### src/rtl/spi_dr_pkg.sv
package spi_dr_pkg;
  localparam int DW     = 8;
  localparam int EDGES  = 2 * DW;
  localparam int ECW    = $clog2(EDGES);
  localparam int RATE_W = 2;

  localparam logic [1:0] A_CTRL = 2'd0;
  localparam logic [1:0] A_STAT = 2'd1;
  localparam logic [1:0] A_DATA = 2'd2;

  typedef struct packed {
    logic              en;
    logic              ss_ign;
    logic              mstr;
    logic              cpol;
    logic              cpha;
    logic              ie;
    logic [RATE_W-1:0] rate;
  } ctrl_t;

  // idx counts edges already seen in the byte (0 = first edge coming)
  function automatic logic is_sample(input logic [ECW-1:0] idx, input logic cpha);
    return cpha ? idx[0] : ~idx[0];
  endfunction

  function automatic logic is_shift(input logic [ECW-1:0] idx, input logic cpha);
    if (cpha) return ~idx[0] && (idx != '0);
    return idx[0] && (idx != ECW'(EDGES - 1));
  endfunction
endpackage

### src/rtl/spi_dr_sync.sv
module spi_dr_sync #(
  parameter int             W       = 1,
  parameter int             STAGES  = 2,
  parameter logic [W-1:0]   RST_VAL = '0
) (
  input  logic         clk,
  input  logic         rst_n,
  input  logic [W-1:0] d,
  output logic [W-1:0] q
);
  logic [W-1:0] st [STAGES];

  for (genvar g = 0; g < STAGES; g++) begin : g_stage
    if (g == 0) begin : g_first
      always_ff @(posedge clk or negedge rst_n)
        if (!rst_n) st[g] <= RST_VAL;
        else        st[g] <= d;
    end else begin : g_rest
      always_ff @(posedge clk or negedge rst_n)
        if (!rst_n) st[g] <= RST_VAL;
        else        st[g] <= st[g-1];
    end
  end

  assign q = st[STAGES-1];
endmodule

### src/rtl/spi_dr_clkgen.sv
module spi_dr_clkgen #(
  parameter int RATE_W = 2,
  localparam int CNT_W = (1 << RATE_W)
) (
  input  logic              clk,
  input  logic              rst_n,
  input  logic              run,
  input  logic [RATE_W-1:0] rate,
  output logic              tick
);
  logic [CNT_W-1:0] cnt_q;
  logic [CNT_W-1:0] lim;

  // half period = 2^(rate+1) system clocks
  assign lim  = CNT_W'((32'd2 << rate) - 32'd1);
  assign tick = run && (cnt_q == lim);

  always_ff @(posedge clk or negedge rst_n)
    if (!rst_n)     cnt_q <= '0;
    else if (!run)  cnt_q <= '0;
    else if (tick)  cnt_q <= '0;
    else            cnt_q <= cnt_q + 1'b1;
endmodule

### src/rtl/spi_dr_engine.sv
module spi_dr_engine
  import spi_dr_pkg::*;
(
  input  logic          clk,
  input  logic          rst_n,
  input  logic          clr,
  input  logic          load,
  input  logic [DW-1:0] load_data,
  input  logic          edge_i,
  input  logic          cpha,
  input  logic          sin,
  output logic          sout,
  output logic [DW-1:0] rx_full,
  output logic          byte_done,
  output logic          in_byte
);
  logic [ECW-1:0] idx_q;
  logic [DW-1:0]  tx_q, rx_q;
  logic           samp, shft;

  assign samp      = edge_i && is_sample(idx_q, cpha);
  assign shft      = edge_i && is_shift(idx_q, cpha);
  assign rx_full   = samp ? {rx_q[DW-2:0], sin} : rx_q;
  assign byte_done = edge_i && (idx_q == ECW'(EDGES - 1));
  assign in_byte   = (idx_q != '0);
  assign sout      = tx_q[DW-1];

  always_ff @(posedge clk or negedge rst_n)
    if (!rst_n) begin
      idx_q <= '0;
      tx_q  <= '0;
      rx_q  <= '0;
    end else begin
      if (clr || load)    idx_q <= '0;
      else if (byte_done) idx_q <= '0;
      else if (edge_i)    idx_q <= idx_q + 1'b1;

      if (load)      tx_q <= load_data;
      else if (shft) tx_q <= {tx_q[DW-2:0], 1'b0};

      if (clr || load) rx_q <= '0;
      else if (samp)   rx_q <= rx_full;
    end
endmodule

### src/rtl/spi_dual_role.sv
module spi_dual_role
  import spi_dr_pkg::*;
#(
  parameter int SYNC_STAGES = 2
) (
  input  logic       clk,
  input  logic       rst_n,
  input  logic [1:0] reg_addr,
  input  logic       reg_wr,
  input  logic [7:0] reg_wdata,
  output logic [7:0] reg_rdata,
  input  logic       ss_i,
  input  logic       sclk_i,
  output logic       sclk_o,
  output logic       sclk_oe,
  input  logic       mosi_i,
  output logic       mosi_o,
  output logic       mosi_oe,
  input  logic       miso_i,
  output logic       miso_o,
  output logic       miso_oe,
  output logic       irq
);
  ctrl_t         ctrl_q;
  logic          done_q, col_q, busy_q, sclk_q, mf_q, sclk_s_d;
  logic [DW-1:0] rx_buf_q, rx_full;
  logic          ss_s, sclk_s, mosi_s;
  logic          wr_ctrl, wr_stat, wr_data;
  logic          is_master, is_slave, slv_sel, mode_fault;
  logic          m_tick, s_edge, eng_edge, eng_sin, eng_clr, eng_load;
  logic          m_load, s_load, col_evt, byte_done, in_byte, sout;

  spi_dr_sync #(.W(3), .STAGES(SYNC_STAGES), .RST_VAL(3'b100)) u_sync (
    .clk(clk), .rst_n(rst_n),
    .d({ss_i, sclk_i, mosi_i}),
    .q({ss_s, sclk_s, mosi_s})
  );

  assign wr_ctrl = reg_wr && (reg_addr == A_CTRL);
  assign wr_stat = reg_wr && (reg_addr == A_STAT);
  assign wr_data = reg_wr && (reg_addr == A_DATA);

  assign is_master  = ctrl_q.en && ctrl_q.mstr;
  assign is_slave   = ctrl_q.en && !ctrl_q.mstr;
  assign slv_sel    = is_slave && (ctrl_q.ss_ign || !ss_s);
  assign mode_fault = is_master && !ctrl_q.ss_ign && !ss_s;

  spi_dr_clkgen #(.RATE_W(RATE_W)) u_clkgen (
    .clk(clk), .rst_n(rst_n),
    .run(busy_q && is_master),
    .rate(ctrl_q.rate),
    .tick(m_tick)
  );

  assign s_edge   = slv_sel && (sclk_s != sclk_s_d);
  assign eng_edge = is_master ? m_tick : s_edge;
  assign eng_sin  = is_master ? miso_i : mosi_s;

  assign m_load   = wr_data && is_master && !busy_q && !mode_fault;
  assign col_evt  = wr_data && is_slave && (ctrl_q.ss_ign ? in_byte : !ss_s);
  assign s_load   = wr_data && is_slave && !col_evt;
  assign eng_load = m_load || s_load;
  assign eng_clr  = !ctrl_q.en || mode_fault || (is_slave && !slv_sel);

  spi_dr_engine u_engine (
    .clk(clk), .rst_n(rst_n),
    .clr(eng_clr),
    .load(eng_load),
    .load_data(reg_wdata),
    .edge_i(eng_edge),
    .cpha(ctrl_q.cpha),
    .sin(eng_sin),
    .sout(sout),
    .rx_full(rx_full),
    .byte_done(byte_done),
    .in_byte(in_byte)
  );

  always_ff @(posedge clk or negedge rst_n)
    if (!rst_n) begin
      ctrl_q   <= '0;
      done_q   <= 1'b0;
      col_q    <= 1'b0;
      busy_q   <= 1'b0;
      sclk_q   <= 1'b0;
      mf_q     <= 1'b0;
      sclk_s_d <= 1'b0;
      rx_buf_q <= '0;
    end else begin
      if (wr_ctrl)    ctrl_q      <= ctrl_t'(reg_wdata);
      if (mode_fault) ctrl_q.mstr <= 1'b0;

      if (!is_master || mode_fault) busy_q <= 1'b0;
      else if (m_load)              busy_q <= 1'b1;
      else if (byte_done)           busy_q <= 1'b0;

      if (!busy_q || !is_master) sclk_q <= ctrl_q.cpol;
      else if (m_tick)           sclk_q <= !sclk_q;

      // completion beats a same-cycle clear
      done_q <= byte_done || (done_q && !(wr_stat && reg_wdata[7]));
      col_q  <= col_evt   || (col_q  && !(wr_stat && reg_wdata[6]));

      if (byte_done) rx_buf_q <= rx_full;
      mf_q     <= mode_fault;
      sclk_s_d <= sclk_s;
    end

  always_comb begin
    unique case (reg_addr)
      A_CTRL:  reg_rdata = ctrl_q;
      A_STAT:  reg_rdata = {done_q, col_q, 6'b0};
      A_DATA:  reg_rdata = rx_buf_q;
      default: reg_rdata = '0;
    endcase
  end

  assign sclk_oe = is_master;
  assign mosi_oe = is_master;
  assign miso_oe = slv_sel;
  assign sclk_o  = busy_q ? sclk_q : ctrl_q.cpol;
  assign mosi_o  = sout;
  assign miso_o  = sout;
  assign irq     = ctrl_q.ie && (done_q || mf_q);
endmodule

### config.mk
export PLATFORM = sky130hd
export DESIGN_NAME = spi_dual_role
export DESIGN_NICKNAME = d
export VERILOG_FILES = /design/src/rtl/spi_dr_pkg.sv /design/src/rtl/spi_dr_sync.sv /design/src/rtl/spi_dr_clkgen.sv /design/src/rtl/spi_dr_engine.sv /design/src/rtl/spi_dual_role.sv
export SDC_FILE = /design/constraint.sdc
export NUM_CORES = 1
export LEC_CHECK = 0
export BUFFER_PORTS_ARGS = -buffer_cell sky130_fd_sc_hd__buf_2
export CORE_ASPECT_RATIO = 1.2
export CORE_MARGIN = 2
export CORE_UTILIZATION = 58
export DETAILED_ROUTE_END_ITERATION = 8
export PLACE_DENSITY = 0.79
export SYNTH_ARGS = -nofsm -noshare
export SYNTH_HDL_FRONTEND = slang
export SYNTH_SLANG_ARGS = --single-unit
### constraint.sdc
create_clock -name clk -period 2.2 [get_ports clk]
set_input_delay 0.22 -clock clk [delete_from_list [all_inputs] [get_ports clk]]
set_output_delay 0.22 -clock clk [all_outputs]
set_load 0.02 [all_outputs]
After elaboration in Yosys (flattened, before gate mapping)
Cells that the tools add are included.
Widths: inputs -> output; s select.
{ "classes": {"addsub": 3, "n_eq_ne": 6, "shift": 1, "n_mux": 26, "bitwise": 1, "n_reduce_logical": 58} }
{ "ops": {"columns": ["cell", "n"], "rows": [
  ["$mux 8", 5],
  ["$logic_and 1x1->1", 28],
  ["$pmux 8 s3", 1],
  ["$mux 4", 5],
  ["$mux 1", 14],
  ["$logic_not 1->1", 12],
  ["$logic_or 1x1->1", 10],
  ["$add 4x1->4 const B", 2],
  ["$reduce_bool 2->1", 4],
  ["$mux 6", 1],
  ["$reduce_bool 3->1", 2],
  ["$eq 4x4->1", 1],
  ["$eq 4x4->1 const B", 1],
  ["$ne 4x4->1 const B", 1],
  ["$reduce_bool 4->1", 1],
  ["$shl 2x2->4 const A", 1],
  ["$sub 4x1->4 const B", 1],
  ["$eq 2x1->1 const B", 1],
  ["$eq 2x2->1 const B", 1],
  ["$logic_not 2->1", 1],
  ["$ne 1x1->1", 1],
  ["$not 1->1", 1]
]} }
{ "word_totals": {"register_bits": 52, "inputBits": 17, "output_inout_bits": 15, "wordCells": 115} }

Longest topological paths before layout
{ "logic_depth": {"depth_word": 9, "mapped_depth": 8} }

Cells and area by module
Synthesis repeated with hierarchy kept, for this count alone.
{ "unflattened": {"cells_unflattened": 253, "hier_area_um2": 2726.4} }
{ "modules_own_cells": {"columns": ["mod", "n_inst", "cells_per_inst", "area_each_um2"], "rows": [
  ["spi_dr_engine", 1, 125, 1196.1],
  ["spi_dual_role", 1, 95, 1127.3],
  ["spi_dr_clkgen", 1, 24, 227.7],
  ["spi_dr_sync", 1, 9, 175.2]
]} }

Worst setup path after synthesis
OpenSTA, ideal clock, no wires.
{ "synth_path": {"path_kind": "register -> register", "startpoint": "register ctrl_q[5] (netlist name)", "endpoint": "register rx_buf_q[0]", "setup_time_ns": 0.125, "arrival_time_ns": 1.889, "path_slack_ns": 0.186, "path_stages_with_launch": 7, "path_buffers": 1, "path_cell_list": "dfrtp_1 -> nand2b_1 -> nor2_1 -> nand2_1 -> a21oi_2 -> buf_6 -> mux2_4"} }
{ "synth_between": {"elab_chain_cells": 7} }
{ "synth_rtl": {"columns": ["element", "line_no", "source"], "rows": [
  ["start: declaration", "spi_dual_role.sv:24", "ctrl_t ctrl_q;"],
  ["start signal: assignment", "spi_dual_role.sv:90", "if (wr_ctrl) ctrl_q <= ctrl_t'(reg_wdata);"],
  ["$logic_not 1->1 (*)", "spi_dual_role.sv:44", "assign is_slave = ctrl_q.en && !ctrl_q.mstr;"],
  ["$logic_and 1x1->1 (*)", "spi_dual_role.sv:44", null],
  ["$logic_and 1x1->1 (*)", "spi_dual_role.sv:45", "assign slv_sel = is_slave && (ctrl_q.ss_ign || !ss_s);"],
  ["via miso_oe", "spi_dual_role.sv:21", "output logic miso_oe,"],
  ["$logic_and 1x1->1 (*)", "spi_dual_role.sv:55", "assign s_edge = slv_sel && (sclk_s != sclk_s_d);"],
  ["$mux 1 (*)", "spi_dual_role.sv:56", "assign eng_edge = is_master ? m_tick : s_edge;"],
  ["$logic_and 1x1->1", "spi_dr_engine.sv:21", "assign samp = edge_i && is_sample(idx_q, cpha);"],
  ["$mux 8", "spi_dr_engine.sv:23", "assign rx_full = samp ? {rx_q[DW-2:0], sin} : rx_q;"],
  ["end signal: assignment", "spi_dual_role.sv:104", "if (byte_done) rx_buf_q <= rx_full;"],
  ["end: declaration", "spi_dual_role.sv:26", "logic [DW-1:0] rx_buf_q, rx_full;"]
]} }
Mark *: on every way through the listed nets, which the timed path passes. The rest lies on a longest branch.
A chain may end at the register's enable or synchronous reset.

Worst setup path in the final report
{ "layout_path": {"startpoint": "register ctrl_q[0] (netlist name)", "endpoint": "register rx_buf_q[7]"} }
{ "layout_between": {"elab_chain_cells": 7} }
{ "layout_rtl": {"columns": ["element", "line_no", "source"], "rows": [
  ["$shl 2x2->4 (*)", "spi_dr_clkgen.sv:15", "assign lim = CNT_W'((32'd2 << rate) - 32'd1);"],
  ["$sub 4x1->4 (*)", "spi_dr_clkgen.sv:15", null],
  ["$eq 4x4->1 (*)", "spi_dr_clkgen.sv:16", "assign tick = run && (cnt_q == lim);"],
  ["$logic_and 1x1->1 (*)", "spi_dr_clkgen.sv:16", null],
  ["$mux 1 (*)", "spi_dual_role.sv:56", null],
  ["$logic_and 1x1->1", "spi_dr_engine.sv:21", null],
  ["$mux 8", "spi_dr_engine.sv:23", null]
]} }
Every way passes the cells marked *; elsewhere a longest branch is shown, timed or not.

==> results.md <==
- Outcome: completed
- Max VDD drop: slightly above 300 uV
- Crit path max fanout: 6
- Total iterations of the first detailed-routing run: 4
- Reg-to-Reg Start: ctrl_q[0]
- Kind of critical path: flip-flop to flip-flop
- Crit path capture: rx_buf_q[7]
- Die area: 5170 um2
- CTS tree: built
- Achievable Freq: roughly 470 MHz
- Avg WL per Cell: roughly 16 um
- Mapped cell area: 2680 um2
- Die height: 78.4 um
- Fillers: about 360
- Hold Vio Cnt, Final: 0
- RSZ-0062 raised after global routing: no
- DRT iter0 DRCs: 132
- Setup slack, reg-to-reg: a little under 0.08 ns
- Clk_skew: 0.00862 ns
- Critical path buffer and inverter count: 1
- Crit path max-delay family: simple AND/OR/NAND/NOR gates
- Root buffer cell: clkbuf_8
- Core area: 4530 um2
- Vias in the first global route: between 1500 and 2000
- Setup WS pre-CTS: roughly 0.0046 ns
- Die W: roughly 66 um
- Max-cap violations: 0
- Synth warn: 0
- Syn-to-layout area delta: 14.6%
- Mean Syn Cell Area: about 11 um2
- Critical Path Start: ctrl_q[0]
- Clock Path Buffers: 2
- Final #Nets: between 300 and 400
- Worst-path clk slew: ~0.09 ns
- Worst-margin pin slew: 0.853 ns
- Number of enable flip-flop cells after synthesis: 0
- Final core occ: 0.677
- Cell taking the most area after synthesis: dfrtp_1
- Area contributors post-synth: dfrtp_1 47%, mux2i_1 7.1%, mux2_2 6.7%
- Later-pin clock latency in the skew report: roughly 0.30 ns
- Cell chain of the critical path: or4_4 > nor2_4 > o211ai_4 > a21oi_2 > buf_4 > mux2_2
- PwrDens: about 750 nW/um2
- CTS buffer count: 5
- # diodes: 0
- Worst min path class: input port to flip-flop
- Setup TNS: 0 ns
- Initial core utilization: 0.591
- H-tree Lvls: 2
- Via count: 1927
- CP required: between 2 and 2.5 ns
- Crit Reg-Reg Endpoint: rx_buf_q[7]
- Dpl hpwl: between 4000 and 5000 um
- DRT antenna net count: 0
- WP data arrival: 2.31 ns
- Row cnt: 27
- Tot Pwr: ~2.3 mW
- GRT Total Usage: 0.235
- Post-layout min period: between 2 and 2.5 ns
- Largest net degree at the start of global routing: 20
- Slew headroom: 0.426
- Dominant synthesized flop cell: dfrtp_1
- Leak pwr: about 1.4 nW
- CP Capture Type: flip-flop
- Setup ws final: just under 0.08 ns
- Drc violations: 0
- Synth cell count leaders: 50 x dfrtp_1, 35 x nand2_1, 19 x mux2i_1
- Worst reg2reg path depth: 6
- DRT Wirelength: around 5400 um
- Distinct cells, synth: between 40 and 50
- Number of I/O pins: 32
- Syn Nets: 260
- PortBufs: 31
- Slew Viols, Final: 0
- Fraction of layout cells with a size suffix above 1: 0.303
- CP max stage delay: 0.56 ns
- Sequential area share after synthesis: 0.487
- Crit start category: flip-flop
- Post-synthesis cell count: 240
- Tcrit/Tclk final: 0.964
- Setup Buffers After CTS: 0
- GPL Wtd Cong: about 0.80
- Most frequent cell after synthesis: dfrtp_1
- Top-area cell type share of the netlist area: 0.468
- Antenna violations before repair: 0
- Slowest cell on the critical path: or4_4
- Clock Sinks: 52
- Critical path depth in cells: 6
- DR vias/cell: 5.63
- Synth async-reset ratio: 1.00
- Hold Startpoint: sclk_i
- First-pass GRT wire length: between 9000 and 10000 um
- #FFs+latches synth: 52
- Count of final setup violators: 0
- Total gr overflow: 0
power breakdown:
part / total [mW] / internal, mW / switching (mW) / leakage [nW]
sequential: 1.18 / 1.08 / 0.103 / 0.676
clock: 0.571 / 0.280 / 0.291 / 0.0503
combinational: 0.559 / 0.238 / 0.321 / 0.709
registers in the layout, indices dropped and copies added (netlist names):
register and count:
u_engine.idx_q 4, u_sync.st 3, sclk_s_d 1, done_q 1
col_q 1, busy_q 1, u_sync.q 3, u_engine.tx_q 8
u_engine.rx_q 8, u_clkgen.cnt_q 4, ctrl_q 8, sclk_q 1
rx_buf_q 8, mf_q 1
worst min-delay path by stage:
stage               slack (ns)                to  depth (start not counted)
finish                    0.02      u_sync.st[4]                          1
floorplan                -0.08            busy_q                          0
CTS                       0.01      u_sync.st[4]                          1
detailed placement        0.18  u_engine.tx_q[7]                          1
global placement          0.17  u_engine.tx_q[7]                          1
global route             0.003      u_sync.st[4]                          1
timing repair:
| action | 4_1_cts | 5_1_grt |
|---|---|---|
| hold buffers | 2 | 0 |
| pin swaps | 0 | 0 |
| endpoints found under the setup margin | 4 | 1 |
| cloned | 0 | 0 |
| resized for setup | 1 | 1 |
| hold endpoints to repair | 17 | 0 |
layout by cell type (no fill, tap or decap), types with 2 or more instances in the layout:
cell / instances
ha_1: 3
a21oi_2: 2
nand2b_1: 4
nand4_1: 7
mux2_2: 16
inv_1: 5
o21ai_0: 6
dfstp_2: 2
nand2_1: 35
dlygate4sd3_1: 2
nand4b_1: 2
nand3_1: 6
xor2_1: 3
mux2_4: 7
clkbuf_8: 7
o211ai_1: 7
and3_1: 2
buf_4: 14
a21o_1: 4
buf_2: 31
dfrtp_1: 49
nor2b_1: 4
a21oi_1: 4
mux2i_1: 19
a21boi_0: 2
xnor2_1: 2
nor2_1: 16
cells by family (layout without fill, tap and decap cells):
| logic type | count (synthesis) | in the layout | share of synthesized area |
|---|---|---|---|
| flip-flops | 52 | 52 | 0.487 |
| AND/OR/NAND/NOR | 88 | 88 | 0.170 |
| AO/OA/AOI/OAI | 35 | 35 | 0.103 |
| XOR/XNOR | 5 | 5 | 0.0164 |
| buffers and inverters | 15 | 59 | 0.0309 |
| multiplexers | 42 | 42 | 0.178 |
| adder cells (fa/ha/maj) | 3 | 3 | 0.0140 |
layout make-up:
type                    instances  area [um2]  area share
inverters                       5        18.8     0.00612
repair buffers                 47         280      0.0914
well taps                      58        72.6      0.0237
flip-flops and latches         52        1310       0.426
multi-input cells             173        1290       0.422
clock buffers                   7        96.3      0.0314
per-stage QoR:
| stage | hold slack (ns) | cell area (um2) | std cells |
|---|---|---|---|
| finish | 0.0222 | 3070 | 342 |
| global route | 0.00256 | 3070 | 342 |
| global placement | 0.169 | 2940 | 333 |
| floorplan | -0.0756 | 2680 | 240 |
| CTS | 0.0108 | 3060 | 342 |
| detailed placement | 0.177 | 2940 | 333 |
per-layer routing:
layer	up-vias	track usage	part of all wire	wire (um)
li1	944	-	-	-
met3	8	0.0473	0.032	170
met2	26	0.417	0.53	2870
met5	-	0	0	0
met4	0	0.0816	0.013	70
met1	949	0.278	0.42	2280
Power figures use the tool's default switching activity.
